<file path="config.mk">
export PLATFORM = sky130hd
export DESIGN_NAME = rbyte_harvester
export DESIGN_NICKNAME = d
export VERILOG_FILES = /design/src/rtl/rbh_pkg.sv /design/src/rtl/rbh_noise_sync.sv /design/src/rtl/rbh_sample_pacer.sv /design/src/rtl/rbh_shift_accum.sv /design/src/rtl/rbh_irq_pulse.sv /design/src/rtl/rbyte_harvester.sv
export SDC_FILE = /design/constraint.sdc
export NUM_CORES = 1
export LEC_CHECK = 0
export BUFFER_PORTS_ARGS = -buffer_cell sky130_fd_sc_hd__clkbuf_2
export CORE_MARGIN = 2
export CORE_UTILIZATION = 56
export CTS_CLUSTER_SIZE = 25
export DETAILED_ROUTE_END_ITERATION = 12
export PLACE_DENSITY_LB_ADDON = 0.08
export SLEW_MARGIN = 20
export SYNTH_ARGS = -nofsm -noshare
export SYNTH_HDL_FRONTEND = slang
export SYNTH_HIERARCHICAL = 1
export SYNTH_SLANG_ARGS = --single-unit
</file>
<file path="constraint.sdc">
create_clock -name clk_i -period 2.61 [get_ports clk_i]
set_input_delay 0.3915 -clock clk_i [delete_from_list [all_inputs] [get_ports clk_i]]
set_output_delay 0.3915 -clock clk_i [all_outputs]
set_load 0.1 [all_outputs]
</file>
<file path="src/rtl/rbh_pkg.sv">
package rbh_pkg;

   // Shortest interrupt pull-low accepted, in picoseconds.
   localparam int unsigned MIN_IRQ_LOW_PS = 100_000;

   // Two-step handover: load the byte, then announce it.
   typedef enum logic {
      XF_WAIT     = 1'b0,
      XF_ANNOUNCE = 1'b1
   } xfer_state_e;

endpackage

</file>
<file path="src/rtl/rbh_noise_sync.sv">
module rbh_noise_sync #(
   parameter int unsigned STAGES = 2
) (
   input  logic clk_i,
   input  logic rst_ni,
   input  logic d_i,
   output logic q_o
);

   generate
      if (STAGES > 8) begin : g_bad_stages
         $error("rbh_noise_sync: STAGES must be 0..8");
      end

      if (STAGES == 0) begin : g_bypass
         // Source is already synchronous to clk_i.
         assign q_o = d_i;
      end else begin : g_chain
         logic [STAGES-1:0] ff_q;
         always_ff @(posedge clk_i or negedge rst_ni) begin
            if (!rst_ni) ff_q <= '0;
            else         ff_q <= (ff_q << 1) | STAGES'(d_i);
         end
         assign q_o = ff_q[STAGES-1];
      end
   endgenerate

endmodule

</file>
<file path="src/rtl/rbh_sample_pacer.sv">
module rbh_sample_pacer #(
   parameter int unsigned DIV = 4
) (
   input  logic clk_i,
   input  logic rst_ni,
   output logic tick_o
);

   localparam int unsigned CW = (DIV > 1) ? $clog2(DIV) : 1;

   generate
      if (DIV == 0) begin : g_bad_div
         $error("rbh_sample_pacer: DIV must be at least 1");
      end

      if (DIV == 1) begin : g_every
         assign tick_o = 1'b1;
      end else begin : g_count
         localparam logic [CW-1:0] LAST = CW'(DIV - 1);
         logic [CW-1:0] cnt_q;

         always_ff @(posedge clk_i or negedge rst_ni) begin
            if (!rst_ni)            cnt_q <= '0;
            else if (cnt_q == LAST) cnt_q <= '0;
            else                    cnt_q <= cnt_q + 1'b1;
         end

         assign tick_o = (cnt_q == LAST);

         // ticks are separated by at least one idle cycle
         assert_tick_spacing_R1: assert property (@(posedge clk_i) disable iff (!rst_ni)
            tick_o |=> !tick_o)
            else $error("tick_o high on consecutive cycles");
      end
   endgenerate

endmodule

</file>
<file path="src/rtl/rbh_shift_accum.sv">
module rbh_shift_accum #(
   parameter int unsigned W         = 8,
   parameter bit          LSB_FIRST = 1'b1
) (
   input  logic         clk_i,
   input  logic         rst_ni,
   input  logic         tick_i,
   input  logic         bit_i,
   input  logic         take_i,
   output logic [W-1:0] word_o,
   output logic         full_o
);

   localparam int unsigned CNT_W = $clog2(W + 1);
   localparam logic [CNT_W-1:0] FULL_CNT = CNT_W'(W);

   logic [W-1:0]     sh_q;
   logic [W-1:0]     sh_next;
   logic [CNT_W-1:0] cnt_q;

   generate
      if (W < 2) begin : g_bad_w
         $error("rbh_shift_accum: W must be at least 2");
      end

      if (LSB_FIRST) begin : g_lsb
         // Oldest sample ends up in bit 0.
         assign sh_next = {bit_i, sh_q[W-1:1]};
      end else begin : g_msb
         assign sh_next = {sh_q[W-2:0], bit_i};
      end
   endgenerate

   assign full_o = (cnt_q == FULL_CNT);
   assign word_o = sh_q;

   always_ff @(posedge clk_i or negedge rst_ni) begin
      if (!rst_ni) begin
         sh_q  <= '0;
         cnt_q <= '0;
      end else if (take_i) begin
         cnt_q <= '0;
      end else if (tick_i && !full_o) begin
         sh_q  <= sh_next;
         cnt_q <= cnt_q + 1'b1;
      end
   end

   // a waiting byte is frozen until it is taken
   assert_full_hold_R3: assert property (@(posedge clk_i) disable iff (!rst_ni)
      (full_o && !take_i) |=> (full_o && $stable(word_o)))
      else $error("waiting byte changed before handover");

   // bit count moves only on a sample tick or a take
   assert_count_on_tick_R1: assert property (@(posedge clk_i) disable iff (!rst_ni)
      (!tick_i && !take_i) |=> $stable(cnt_q))
      else $error("bit count moved without a tick");

   assert_count_bound_R2: assert property (@(posedge clk_i) disable iff (!rst_ni)
      cnt_q <= FULL_CNT)
      else $error("bit count beyond byte width");

endmodule

</file>
<file path="src/rtl/rbh_irq_pulse.sv">
module rbh_irq_pulse #(
   parameter int unsigned LOW_CYCLES = 10
) (
   input  logic clk_i,
   input  logic rst_ni,
   input  logic start_i,
   output logic pull_o,
   output logic busy_o
);

   localparam int unsigned CW = $clog2(LOW_CYCLES + 1);
   localparam logic [CW-1:0] LOAD = CW'(LOW_CYCLES);

   logic [CW-1:0] left_q;
   logic [CW-1:0] width_q;

   generate
      if (LOW_CYCLES == 0) begin : g_bad_low
         $error("rbh_irq_pulse: LOW_CYCLES must be at least 1");
      end
   endgenerate

   always_ff @(posedge clk_i or negedge rst_ni) begin
      if (!rst_ni)           left_q <= '0;
      else if (start_i)      left_q <= LOAD;
      else if (left_q != '0) left_q <= left_q - 1'b1;
   end

   assign pull_o = (left_q != '0);
   assign busy_o = pull_o;

   // Witness counter: how many cycles the line has been pulled so far.
   always_ff @(posedge clk_i or negedge rst_ni) begin
      if (!rst_ni)     width_q <= '0;
      else if (pull_o) width_q <= width_q + 1'b1;
      else             width_q <= '0;
   end

   // a new pulse is never requested during a running one
   assert_no_restart_R10: assert property (@(posedge clk_i) disable iff (!rst_ni)
      start_i |-> !busy_o)
      else $error("pulse restarted while active");

   assert_pulse_starts_R8: assert property (@(posedge clk_i) disable iff (!rst_ni)
      start_i |=> pull_o)
      else $error("start did not pull the line");

   // release happens only after the full width
   assert_pulse_width_R8: assert property (@(posedge clk_i) disable iff (!rst_ni)
      (!pull_o && $past(pull_o)) |-> (width_q == LOAD))
      else $error("pulse width wrong");

endmodule

</file>
<file path="src/rtl/rbyte_harvester.sv">
module rbyte_harvester
   import rbh_pkg::*;
#(
   parameter int unsigned BYTE_W         = 8,
   parameter int unsigned SAMPLE_DIV     = 4,
   parameter int unsigned SYNC_STAGES    = 2,
   parameter int unsigned IRQ_LOW_CYCLES = 10,
   parameter int unsigned CLK_PERIOD_PS  = 10_000,
   parameter bit          LSB_FIRST      = 1'b1
) (
   input  logic              clk_i,
   input  logic              rst_ni,
   input  logic              noise_i,
   input  logic              pending_i,
   input  logic              irq_en_i,
   output logic [BYTE_W-1:0] byte_o,
   output logic              strobe_o,
   output logic              irq_pull_o
);

   localparam longint unsigned IRQ_LOW_PS = longint'(IRQ_LOW_CYCLES) * longint'(CLK_PERIOD_PS);

   generate
      if (IRQ_LOW_PS < MIN_IRQ_LOW_PS) begin : g_bad_irq_width
         $error("rbyte_harvester: IRQ_LOW_CYCLES too short for CLK_PERIOD_PS");
      end
   endgenerate

   logic              noise_s;
   logic              tick;
   logic              acc_full;
   logic [BYTE_W-1:0] acc_word;
   logic              take;
   logic              irq_start;
   logic              irq_busy;
   logic [BYTE_W-1:0] byte_q;
   logic              strobe_q;
   xfer_state_e       xf_q;

   rbh_noise_sync #(.STAGES(SYNC_STAGES)) u_sync (
      .clk_i (clk_i),
      .rst_ni(rst_ni),
      .d_i   (noise_i),
      .q_o   (noise_s)
   );

   rbh_sample_pacer #(.DIV(SAMPLE_DIV)) u_pacer (
      .clk_i (clk_i),
      .rst_ni(rst_ni),
      .tick_o(tick)
   );

   rbh_shift_accum #(.W(BYTE_W), .LSB_FIRST(LSB_FIRST)) u_accum (
      .clk_i (clk_i),
      .rst_ni(rst_ni),
      .tick_i(tick),
      .bit_i (noise_s),
      .take_i(take),
      .word_o(acc_word),
      .full_o(acc_full)
   );

   rbh_irq_pulse #(.LOW_CYCLES(IRQ_LOW_CYCLES)) u_irq (
      .clk_i  (clk_i),
      .rst_ni (rst_ni),
      .start_i(irq_start),
      .pull_o (irq_pull_o),
      .busy_o (irq_busy)
   );

   // Handover: complete byte, host has read the last one, no announce or pulse in flight.
   assign take      = acc_full && !pending_i && (xf_q == XF_WAIT) && !irq_busy;
   assign irq_start = (xf_q == XF_ANNOUNCE) && irq_en_i;

   always_ff @(posedge clk_i or negedge rst_ni) begin
      if (!rst_ni) begin
         byte_q   <= '0;
         strobe_q <= 1'b0;
         xf_q     <= XF_WAIT;
      end else begin
         case (xf_q)
            XF_WAIT: begin
               if (take) begin
                  byte_q <= acc_word;
                  xf_q   <= XF_ANNOUNCE;
               end
            end
            XF_ANNOUNCE: begin
               strobe_q <= ~strobe_q;
               xf_q     <= XF_WAIT;
            end
            default: xf_q <= XF_WAIT;
         endcase
      end
   end

   assign byte_o   = byte_q;
   assign strobe_o = strobe_q;

   // a strobe edge needs pending low at the handover edge
   assert_take_needs_free_R4: assert property (@(posedge clk_i) disable iff (!rst_ni)
      (strobe_o != $past(strobe_o)) |-> !$past(pending_i, 2))
      else $error("byte handed over while pending");

   // data settles before the strobe
   assert_data_before_strobe_R6: assert property (@(posedge clk_i) disable iff (!rst_ni)
      !$stable(byte_o) |=> (strobe_o != $past(strobe_o)))
      else $error("byte change not followed by strobe");

   assert_stable_at_strobe_R6: assert property (@(posedge clk_i) disable iff (!rst_ni)
      (strobe_o != $past(strobe_o)) |-> $stable(byte_o))
      else $error("byte changed at strobe edge");

   // pulses only when enabled
   assert_irq_gated_R9: assert property (@(posedge clk_i) disable iff (!rst_ni)
      $rose(irq_pull_o) |-> $past(irq_en_i))
      else $error("interrupt pulse while disabled");

   // pulse and strobe edge coincide
   assert_irq_with_strobe_R8: assert property (@(posedge clk_i) disable iff (!rst_ni)
      $rose(irq_pull_o) |-> (strobe_o != $past(strobe_o)))
      else $error("interrupt pulse without strobe");

endmodule

</file>
After elaboration in Yosys (flattened, before gate mapping)
Index checks and enable logic that the tools add are counted.

Add/sub/neg operators: 3. Equality and inequality tests: 2. Multiplexer cells: 7. Bitwise gates (word level): 4. Reduce and logical (&&, ||, !) cells: 13.

Operator list (number): $mux W4 (4); $logic_and A1 B1 Y1 (5); $add A4 B1 Y4 const B (1); $eq A4 B4 Y1 const B (1); $reduce_and A2 Y1 (2); $reduce_bool A2 Y1 (2); $reduce_bool A4 Y1 (1); $sub A4 B1 Y4 const B (1); $logic_not A1 Y1 (3); $not A1 Y1 (3); $add A2 B1 Y2 const B (1); $eq A2 B2 Y1 const B (1); $mux W2 (1); $or A2 B1 Y2 (1); $pmux W1 S2 (1); $mux W1 (1).

Bits in registers: 30. Input bits: 5. Word-level logic and storage cells: 37.

Longest topological paths before layout
Depth after elaboration: 6. Gate-level depth with buffers: 7. Gate-level depth less buffers: 7.

Cells and area by module
Netlist, hierarchy kept.

By module, submodules not included: rbh_shift_accum (times used 1, cells each 41, area each 553.0 um2, sequential area each 300.3 um2); rbyte_harvester (times used 1, cells each 22, area each 387.9 um2, sequential area each 250.2 um2); rbh_irq_pulse (times used 1, cells each 24, area each 237.7 um2, sequential area each 100.1 um2); rbh_sample_pacer (times used 1, cells each 4, area each 66.3 um2, sequential area each 50.0 um2); rbh_noise_sync (times used 1, cells each 2, area each 50.0 um2, sequential area each 50.0 um2).

Worst setup path before layout
No wires, ideal clock.

Path type: reg2reg. Start: reg u_irq.left_q[0]. End: reg u_accum.sh_q[0] (netlist: u_accum/word_o[0]). Arrival time: 2.244 ns. Data required time: 2.485 ns. Path slack: 0.241 ns. Cell stages (with the launch flop): 8. Buffers on the path: 0. Cell sequence: dfrtp_1 inv_1 ha_1 nor3b_2 inv_1 nor4b_4 nand3b_4 mux2_2.

Cells in the longest elaborated chain, start to end: 5.

RTL lines: start, declared (RTL line rbh_irq_pulse.sv:14) `logic [CW-1:0] left_q;`; start signal, assigned (RTL line rbh_irq_pulse.sv:26) `else if (left_q != '0) left_q <= left_q - 1'b1;`; $reduce_bool A4 Y1 (RTL line rbh_irq_pulse.sv:29) `assign pull_o = (left_q != '0);`; net irq_busy (RTL line rbyte_harvester.sv:35) `logic irq_busy;`; $logic_not A1 Y1 (RTL line rbyte_harvester.sv:72) `assign take = acc_full && !pending_i && (xf_q == XF_WAIT) && !irq_busy;`; $logic_and A1 B1 Y1 (RTL line rbyte_harvester.sv:72); net take (RTL line rbyte_harvester.sv:33) `logic take;`; $not A1 Y1 (no line); $reduce_and A2 Y1 (no line); end signal, assigned (RTL line rbh_shift_accum.sv:44) `sh_q <= sh_next;`; end, declared (RTL line rbh_shift_accum.sv:17) `logic [W-1:0] sh_q;`.

The timed path passes the listed nets, and every way through them passes these cells. A chain may end at the register's enable or synchronous reset.

Worst setup path after layout
Start: reg u_irq.left_q[0]. End: out irq_pull_o.

Cells in the longest elaborated chain, start to end: 1.

RTL lines: $reduce_bool A4 Y1 (RTL line rbh_irq_pulse.sv:29); end, declared (RTL line rbyte_harvester.sv:18) `output logic irq_pull_o`.

No other way between the ends.

==> flow_metrics.tcl <==
set metrics [dict create \
    ir_drop_mv 0.611 \
    outcome "completed" \
    finClkSkew_ps 10.1 \
    grt_pass1_wl_um 3580 \
    netlist_instances 93 \
    postCtsSetupBuffers 0 \
    port_buffers 14 \
    yosys_warnings 6 \
    place_hpwl_um 1390 \
    ys_seq_elements 30 \
    synth_ff_type "dfrtp_1" \
    die_area_sq_mm 0.00271 \
    startpoint_type "flop" \
    setup-tns-final_ps 0 \
    antennaDiodeCount 0 \
    syn-cell-area_sq_mm 0.00129 \
    antenna_found_initial 0 \
    path_cells "inv_1 > ha_1 > nor3b_2 > inv_1 > clkbuf_2" \
    max_slew_margin 0.519 \
    area_delta_synth_final_pct 13.8 \
    worst_slew_pin_slew_ps 721 \
    timing.fmax_mhz 443 \
    gr-total-overflow 0 \
    worst-path-buf-inv 3 \
    via_per_inst 5.27 \
    grt_max_degree 31 \
    fin_cells 142 \
    clk-insertion-delay-late_ps 310 \
    grt_pass1_vias 782 \
    drt_iter0_markers 2 \
    cp_top_family "buffers and inverters" \
    post_cts_resized 0 \
    synth_most_common_cell "dfrtp_1" \
    clk_pin_slew_ps 100 \
    finalHoldViolations 0 \
    routed_wl_um 1900 \
    dr.pass1.iters 3 \
    crit_path_end_kind "primary output" \
    finalCritPeriodShare 0.865 \
    syn_nets 103 \
    h-tree-depth 2 \
    cts_root_buf "clkbuf_4" \
    worstPathRequired_ps 2220 \
    dp_cells 134 \
    holdBufCountCts 0 \
    cts_tree "built" \
    hold_ws_ps 116 \
    max_stage_delay_ps 400 \
    synth_cell_types 27 \
    synth_area_leaders "dfrtp_1, mux2_2, ha_1" \
    synth-edff-count 0 \
    num_vias 748 \
    total_leakage_power_uw 0.000718 \
    die_w_um 52.1 \
    worstPathMaxFanout 4 \
    clkSinkCount 30 \
    num_rows 17 \
    slowest_stage "clkbuf_2" \
    synth_area_leader_cell "dfrtp_1" \
    synthTopCellsByCount "dfrtp_1, mux2_2, inv_1, ha_1, nor2_1" \
    setup_viol 0 \
    final_util 0.673 \
    nets 123 \
    start_util 0.591 \
    core_sq_mm 0.00219 \
    routabilityCongestion 0.703 \
    maxCapViolCount 0 \
    powerDensity_mw_per_mm2 1090 \
    synth-seq-area-share 0.580 \
    grtUsageTotal 0.189 \
    worst_ep_arrival_time_ps 1870 \
    min_path_type "in2async" \
    drv_slew 0 \
    crit_type "reg2out" \
    async_flop_share 1.00 \
    drc 0 \
    die_height_um 52.1 \
    fillCellCount 161 \
    critPathMostFrequentCell "inv_1" \
    syn_area_per_cell_sq_um 13.9 \
    power_uw 1610 \
    clk_path_buf_depth 2 \
    ant_nets 0 \
    grt_setup_unrepaired "false" \
    layout-drive-gt1-share 0.412 \
    wire_per_inst_um 13.4 \
    synth_top_area_share 0.580 \
    cts-buffers-inserted 5 \
    fin_crit_ps 2260 \
    pin_count 15 \
]
-- stage by stage --
| step | instance area (sq um) | setup WS (ps) |
|---|---|---|
| after CTS | 1470 | 327 |
| after global routing | 1470 | 210 |
| final | 1470 | 353 |
| after detailed placement | 1400 | 436 |
| after global placement | 1400 | 547 |
| after floorplan | 1290 | 241 |
-- per-layer routing --
| layer | GRT usage | wire length [um] | up-vias |
|---|---|---|---|
| met5 | 0 | 0 | - |
| met4 | 0.0789 | 17 | 0 |
| met3 | 0.0891 | 80 | 2 |
| met2 | 0.291 | 956 | 10 |
| met1 | 0.228 | 849 | 373 |
| li1 | - | - | 363 |
-- cells by family (layout without fill, tap and decap cells) --
kind of cell | count (synthesis) | after routing | synth area share
DFF | 30 | 30 | 0.580
and+or+nand+nor | 23 | 23 | 0.143
muxes | 16 | 16 | 0.139
AOI/OAI and AO/OA | 8 | 8 | 0.0425
buffers and inverters | 8 | 29 | 0.0271
adders and majority gates | 5 | 5 | 0.0483
xor gates and xnor gates | 3 | 3 | 0.0203
-- path summary, 6_finish.rpt --
path	startpoint	end	slack, ps	cells after the start
hold / removal	rst_ni	u_irq/left_q[1]	120	1
max in group asynchronous	rst_ni	u_sync/g_chain.ff_q[1]	2030	1
setup reg to reg	u_irq/left_q[0]	byte_o[6]	440	7
min in group clk_i	noise_i	u_sync/g_chain.ff_q[0]	190	1
setup / recovery	u_irq/left_q[0]	irq_pull_o	350	5
hold reg to reg	u_sync/g_chain.ff_q[0]	u_sync/g_chain.ff_q[1]	370	0
-- area by class of cell --
type                            count  area, sq um  area share
Timing Repair Buffer               15         77.6      0.0526
Clock buffer                        8         78.8      0.0535
Multi-Input combinational cell     55          509       0.346
Tap cell                           28         35.0      0.0238
Inverter                            6         22.5      0.0153
Sequential cell                    30          751       0.509
-- placed cells by master, fill, tap and decap left out, drive strengths merged, types with 5 or more instances in the layout --
cell and count:
mux2 16, clkbuf 22, dfrtp 30, ha 5, inv 6, nor2 5
a21oi 5
-- power breakdown --
group	internal [uW]	total [uW]	switching (uW)	leakage, uW
logic	185	619	434	0.000310
registers	577	656	78.8	0.000363
clock network	184	331	147	0.0000446
-- flip-flops by register name, indices dropped and copies added, names as in the netlist --
signal / count
u_sync/g_chain.ff_q: 2
u_accum/word_o: 8
u_pacer/g_count.cnt_q: 2
u_irq/left_q: 4
xf_q: 1
byte_o: 8
strobe_o: 1
u_accum/cnt_q: 4
No activity file was read; power rests on OpenSTA's default activity.
